--- src/rtl/mq_wport_pkg.sv ---
package mq_wport_pkg;

    typedef enum logic [1:0] {
        ST_NONE = 2'd0,
        ST_HOLD = 2'd1,
        ST_SWAP = 2'd2
    } sel_state_t;

endpackage

--- src/rtl/mq_addr_decode.sv ---
module mq_addr_decode #(
    parameter int DEV_W  = 3,
    parameter int QSEL_W = 2
) (
    input  logic [DEV_W+QSEL_W-1:0] addr,
    input  logic [DEV_W-1:0]        dev_id,
    output logic                    hit,
    output logic [QSEL_W-1:0]       qsel
);

    localparam int AW = DEV_W + QSEL_W;

    always_comb begin
        hit  = (addr[AW-1:QSEL_W] == dev_id);
        qsel = addr[QSEL_W-1:0];
    end

endmodule

--- src/rtl/mq_sel_fsm.sv ---
module mq_sel_fsm
    import mq_wport_pkg::*;
#(
    parameter int QSEL_W = 2
) (
    input  logic              clk,
    input  logic              rst_n,
    input  logic              sel_req,
    input  logic              sel_hit,
    input  logic [QSEL_W-1:0] sel_q,
    output logic              cur_vld,
    output logic [QSEL_W-1:0] cur_q,
    output logic              sel_err
);

    sel_state_t        state_r, state_nx;
    logic [QSEL_W-1:0] pend_q;
    logic              pend_vld;
    logic              take_sel;

    assign take_sel = sel_req && (state_r != ST_SWAP);

    // state register
    always_ff @(posedge clk or negedge rst_n) begin
        if (!rst_n) state_r <= ST_NONE;
        else        state_r <= state_nx;
    end

    // next state
    always_comb begin
        state_nx = state_r;
        unique case (state_r)
            ST_NONE: if (sel_req) state_nx = ST_SWAP;
            ST_HOLD: if (sel_req) state_nx = ST_SWAP;
            ST_SWAP: state_nx = pend_vld ? ST_HOLD : ST_NONE;
            default: state_nx = ST_NONE;
        endcase
    end

    // held selection and outputs
    always_ff @(posedge clk or negedge rst_n) begin
        if (!rst_n) begin
            pend_q   <= '0;
            pend_vld <= 1'b0;
            cur_q    <= '0;
            cur_vld  <= 1'b0;
            sel_err  <= 1'b0;
        end else begin
            sel_err <= sel_req && (state_r == ST_SWAP);
            if (take_sel) begin
                pend_q   <= sel_q;
                pend_vld <= sel_hit;
            end
            if (state_r == ST_SWAP) begin
                cur_q   <= pend_q;
                cur_vld <= pend_vld;
            end
        end
    end


    early_sel_err_chk: assert property (@(posedge clk) disable iff (!rst_n)
        (state_r == ST_SWAP && sel_req) |=> sel_err);


    hold_q_chk: assert property (@(posedge clk) disable iff (!rst_n)
        (state_r == ST_HOLD && !sel_req) |=> ($stable(cur_q) && cur_vld));


    swap_delay_chk: assert property (@(posedge clk) disable iff (!rst_n)
        (state_r != ST_SWAP && sel_req) |=> ($stable(cur_q) && $stable(cur_vld)));

endmodule

--- src/rtl/mq_wptr_bank.sv ---
module mq_wptr_bank #(
    parameter int NQ     = 4,
    parameter int PTR_W  = 4,
    parameter int DATA_W = 18
) (
    input  logic                      clk,
    input  logic                      rst_n,
    input  logic                      cur_vld,
    input  logic [$clog2(NQ)-1:0]     cur_q,
    input  logic                      wr_en_n,
    input  logic [DATA_W-1:0]         din,
    input  logic [NQ-1:0]             q_full,
    output logic                      mem_we,
    output logic [$clog2(NQ)+PTR_W-1:0] mem_addr,
    output logic [DATA_W-1:0]         mem_data
);

    localparam int QSEL_W = $clog2(NQ);

    logic [PTR_W-1:0] ptr [NQ];
    logic             wr_go;

    assign wr_go = !wr_en_n && cur_vld && !q_full[cur_q];

    for (genvar gi = 0; gi < NQ; gi++) begin : g_ptr
        always_ff @(posedge clk or negedge rst_n) begin
            if (!rst_n)
                ptr[gi] <= '0;
            else if (wr_go && (cur_q == QSEL_W'(gi)))
                ptr[gi] <= ptr[gi] + 1'b1;
        end
    end

    always_ff @(posedge clk or negedge rst_n) begin
        if (!rst_n) begin
            mem_we   <= 1'b0;
            mem_addr <= '0;
            mem_data <= '0;
        end else begin
            mem_we <= wr_go;
            if (wr_go) begin
                mem_addr <= {cur_q, ptr[cur_q]};
                mem_data <= din;
            end
        end
    end


    no_full_write_chk: assert property (@(posedge clk) disable iff (!rst_n)
        (cur_vld && q_full[cur_q]) |=> !mem_we);


    no_owner_write_chk: assert property (@(posedge clk) disable iff (!rst_n)
        !cur_vld |=> !mem_we);

endmodule

--- src/rtl/mq_wport.sv ---
module mq_wport #(
    parameter int NQ     = 4,
    parameter int DEV_W  = 3,
    parameter int PTR_W  = 4,
    parameter int DATA_W = 18,
    localparam int QSEL_W = $clog2(NQ),
    localparam int AW     = DEV_W + QSEL_W
) (
    input  logic                    clk,
    input  logic                    rst_n,
    input  logic [AW-1:0]           wr_addr,
    input  logic                    addr_en,
    input  logic                    wr_en_n,
    input  logic [DATA_W-1:0]       din,
    input  logic [DEV_W-1:0]        dev_id,
    input  logic [NQ-1:0]           q_full,
    output logic                    mem_we,
    output logic [QSEL_W+PTR_W-1:0] mem_addr,
    output logic [DATA_W-1:0]       mem_data,
    output logic                    full_n,
    output logic                    sel_err
);

    logic              dec_hit;
    logic [QSEL_W-1:0] dec_q;
    logic              cur_vld;
    logic [QSEL_W-1:0] cur_q;

    mq_addr_decode #(.DEV_W(DEV_W), .QSEL_W(QSEL_W)) u_dec (
        .addr   (wr_addr),
        .dev_id (dev_id),
        .hit    (dec_hit),
        .qsel   (dec_q)
    );

    mq_sel_fsm #(.QSEL_W(QSEL_W)) u_fsm (
        .clk     (clk),
        .rst_n   (rst_n),
        .sel_req (addr_en),
        .sel_hit (dec_hit),
        .sel_q   (dec_q),
        .cur_vld (cur_vld),
        .cur_q   (cur_q),
        .sel_err (sel_err)
    );

    mq_wptr_bank #(.NQ(NQ), .PTR_W(PTR_W), .DATA_W(DATA_W)) u_bank (
        .clk      (clk),
        .rst_n    (rst_n),
        .cur_vld  (cur_vld),
        .cur_q    (cur_q),
        .wr_en_n  (wr_en_n),
        .din      (din),
        .q_full   (q_full),
        .mem_we   (mem_we),
        .mem_addr (mem_addr),
        .mem_data (mem_data)
    );

    assign full_n = cur_vld && !q_full[cur_q];


    flag_none_chk: assert property (@(posedge clk) disable iff (!rst_n)
        !cur_vld |-> !full_n);

endmodule

--- config.mk ---
export PLATFORM = sky130hd
export DESIGN_NAME = mq_wport
export DESIGN_NICKNAME = d
export VERILOG_FILES = /design/src/rtl/mq_wport_pkg.sv /design/src/rtl/mq_addr_decode.sv /design/src/rtl/mq_sel_fsm.sv /design/src/rtl/mq_wptr_bank.sv /design/src/rtl/mq_wport.sv
export SDC_FILE = /design/constraint.sdc
export NUM_CORES = 1
export LEC_CHECK = 0
export BUFFER_PORTS_ARGS = -buffer_cell sky130_fd_sc_hd__buf_2
export CAP_MARGIN = 10
export CORE_ASPECT_RATIO = 1.1
export CORE_UTILIZATION = 55
export CTS_BUF_LIST = sky130_fd_sc_hd__clkbuf_8
export CTS_CLUSTER_DIAMETER = 150
export DETAILED_ROUTE_END_ITERATION = 6
export PLACE_DENSITY = 0.86
export RECOVER_POWER = 25
export SLEW_MARGIN = 10
export SYNTH_ARGS = -nofsm -noshare
export SYNTH_HDL_FRONTEND = slang
export SYNTH_SLANG_ARGS = --single-unit
export TNS_END_PERCENT = 5
--- constraint.sdc ---
create_clock -name clk -period 3.6 [get_ports clk]
set_input_delay 0.54 -clock clk [delete_from_list [all_inputs] [get_ports clk]]
set_output_delay 0.54 -clock clk [all_outputs]
set_load 0.005 [all_outputs]
==> metrics <==
Net Sw Power=between 0.4 and 0.5 mW; internal power=about 1.3 mW; Crit. End Element=flop; Worst slew margin=-65.8%; Final WS setup=~1.1 ns; Reg2Reg Capture Point=u_bank.mem_data[11]; layout cells sized above 1=52.6%; FF+latch count, synth=50; Critical-path top delay cell=dfrtp_1; Resize count post-CTS=0; number of global-route vias before repair=1426; most frequent CP cell=mux2_2; Final Hold Viols=0; Layout Nets=between 200 and 250; Global Route Usage Sum=between 10% and 20%; height of the chip=about 70 um; die area=between 4000 and 5000 um2; syn_nets=around 180; multi-input logic area=approximately 980 um2; Slew @ Worst Pin=~2.5 ns; final max-slew violation count=between 50 and 60; antenna violation net count after detailed routing=0; Clock Skew=~0.0022 ns; failing checks=max-capacitance violations, max-slew violations; post-synthesis sequential area ratio=approximately 55%; row count=24; CTS tree=yes; data arrival time of the worst path=between 2 and 3 ns; EDFF count, synth=0; Crit path required time=3.78 ns; number of port buffers=60; Ports=61; Final Cell Area=between 2000 and 3000 um2; Skew-Pair Late Insertion Delay=0.29 ns; Top FF cell, synth=dfrtp_1; most common cell in the synthesized netlist=dfrtp_1; Post-synth top cells=dfrtp_1 (50), mux2_4 (19), mux2_2 (16); RSZ-0062 raised after global routing=false; critical path peak fanout=18; met2 Resource Use GR=a little under a third; Area contributors post-synth=dfrtp_1 (55%), mux2_4 (12%), mux2_2 (7.9%), xor2_1 (3.1%), mux4_2 (2.9%); maximum root-to-sink buffer count=2; CP max stage delay=between 0.7 and 0.8 ns; Yosys warnings=0; met3 Resource Use GR=around 4%; Vias/cell=between 5 and 6; async set-reset flop share out of synthesis=between 90% and 100%; switching share of power=26.9%; R2R Path Start=u_fsm.cur_q[1]; Worst Setup Start Kind=flop; Cell Area, Synth=~2300 um2; Hold EP=u_fsm.state_r[1]; antenna cells=0; initial core utilization=between 50% and 60%; R2R depth=4; # clock sinks=50; Hold Crit Depth=1; Setup TNS Final=0 ns; worst vdd ir=367 uV; Reg2Reg Setup Slack=about 1.1 ns; Synth area leader=dfrtp_1; Area Overhead vs Synth=18.2%; drt pass-1 iters=4; pin count of the biggest net entering global routing=51; post-CTS setup buffer count=0; Post-Syn Instances=between 100 and 150; CP cell instances=mux2_2, o22ai_4, buf_4, mux2_2; clock share of power=21.6%; proportion of power drawn by combinational gates=approximately 28%; global-route wire length before repair=roughly 6400 um; Yosys cell types=34; MaxCap Viol Count=1; Synth Area per Inst=approximately 16 um2; drt wl/cell=between 10 and 15 um; Seq pwr share=50.3%; Crit Path Category=reg -> reg; Synth top area share=54.6%; core area=3990 um2; Hold Crit Start=u_fsm.state_r[1]; placed inst area=between 2000 and 3000 um2; Hold Path Class=reg -> reg; gr busiest metal=met2; CTS buffer count=5; Pleak=roughly 1.4 nW; status=finished, violations left; global route total overflow=0; met1 Usage GRT=around a quarter; hold_buf cts=0; filler cell count=284; via count=between 1000 and 1500; CTS Root Buffer Type=clkbuf_8; final worst path period share=70.7%; drt initial violations=between 50 and 60; storage element area=1250 um2; pre-CTS setup slack=approximately 1.1 ns; Fmax=a little under 400 MHz; WL final=3850 um; PwrDens=approximately 630 nW/um2; CTS clock-pin slew for the worst setup and hold paths=~0.08 ns; H-Tree Depth=2; drt drc=0; Period minus WS final=about 2.5 ns; Final Wtd Congestion=~0.88; Die W=between 60 and 70 um; initial antenna violation count=0; final setup violation count=0
-- worst max path at each step --
stage,to,start
after CTS,u_bank.mem_data[11],u_fsm.cur_q[1]
after floorplan,u_bank.mem_addr[0],wr_en_n
after global placement,u_bank.mem_data[8],u_fsm.cur_q[1]
after global routing,u_bank.mem_addr[5],rst_n
after detailed placement,u_bank.mem_data[9],u_fsm.cur_q[1]
final,u_bank.mem_data[11],u_fsm.cur_q[1]
-- per-stage QoR --
step / util [%] / hold slack (ns) / cells / total power, mW
5_1_grt: 67.9 / 0.460 / 261 / 1.82
4_1_cts: 67.9 / 0.447 / 261 / 1.74
3_5_place_dp: 65.2 / 0.434 / 253 / 1.36
6_report: 67.9 / 0.446 / 261 / 1.72
3_3_place_gp: 65.2 / 0.435 / 253 / 1.34
2_1_floorplan: - / 0.244 / 145 / 1.16
-- cell type report --
| class | count | area share [%] |
|---|---|---|
| multi-input combinational | 90 | 36.1 |
| tap | 52 | 2.40 |
| timing repair buffer | 61 | 11.3 |
| clock inverter | 3 | 1.48 |
| sequential | 50 | 46.1 |
| clock buffer | 5 | 2.54 |
-- layer usage --
layer | share of wire [%] | vias up
met3 | 4.7 | 10
li1 | - | 653
met5 | 0 | -
met4 | 2.4 | 0
met2 | 50 | 51
met1 | 43 | 662
-- power groups by stage --
stage	Sequential, mW	Clock, mW	Combinational (mW)
global placement	0.863	0	0.472
floorplan	0.842	0	0.323
detailed placement	0.871	0	0.487
finish	0.863	0.371	0.482
global route	0.890	0.406	0.525
CTS	0.864	0.381	0.491
-- critical path: cells and delay by family (launching register included) --
kind                   cells  cell delay, ns
multiplexers               2            0.81
flip-flops                 1            0.73
AO/OA/AOI/OAI              1            0.56
buffers and inverters      1            0.34
-- flip-flops by register name, summed over array words and instances (netlist names) --
register         flops
u_fsm.state_r        2
u_bank.ptr          16
u_fsm.sel_err        1
u_fsm.cur_q          2
u_bank.mem_we        1
u_fsm.pend_vld       1
u_fsm.pend_q         2
u_bank.mem_addr      6
u_bank.mem_data     18
u_fsm.cur_vld        1
-- kinds of logic (layout without fill, tap and decap cells) --
group	Yosys count	after routing	synth area share (%)
compound gates	4	4	1.69
xor+xnor	15	15	6.06
fa+ha+maj	4	4	2.18
buf+inv	5	69	2.73
flops	50	50	54.6
mux	40	40	24.8
simple gates	27	27	7.96
-- cell usage in the layout, fill, tap and decap left out, types with 2 or more instances in the layout --
master	synthesis	final
and2_1	2	2
buf_2	0	59
clkbuf_8	0	5
clkinv_2	0	2
dfrtp_1	50	50
ha_1	4	4
mux2_2	16	16
mux2_4	19	19
mux4_2	3	3
nand3_1	5	5
nand3b_1	2	2
nor2_1	2	2
nor2b_1	2	2
nor3b_1	2	2
nor4b_1	2	2
o21ai_0	2	2
xnor2_1	6	6
xor2_1	8	8
Note: power is estimated with default switching activity, not from simulation.
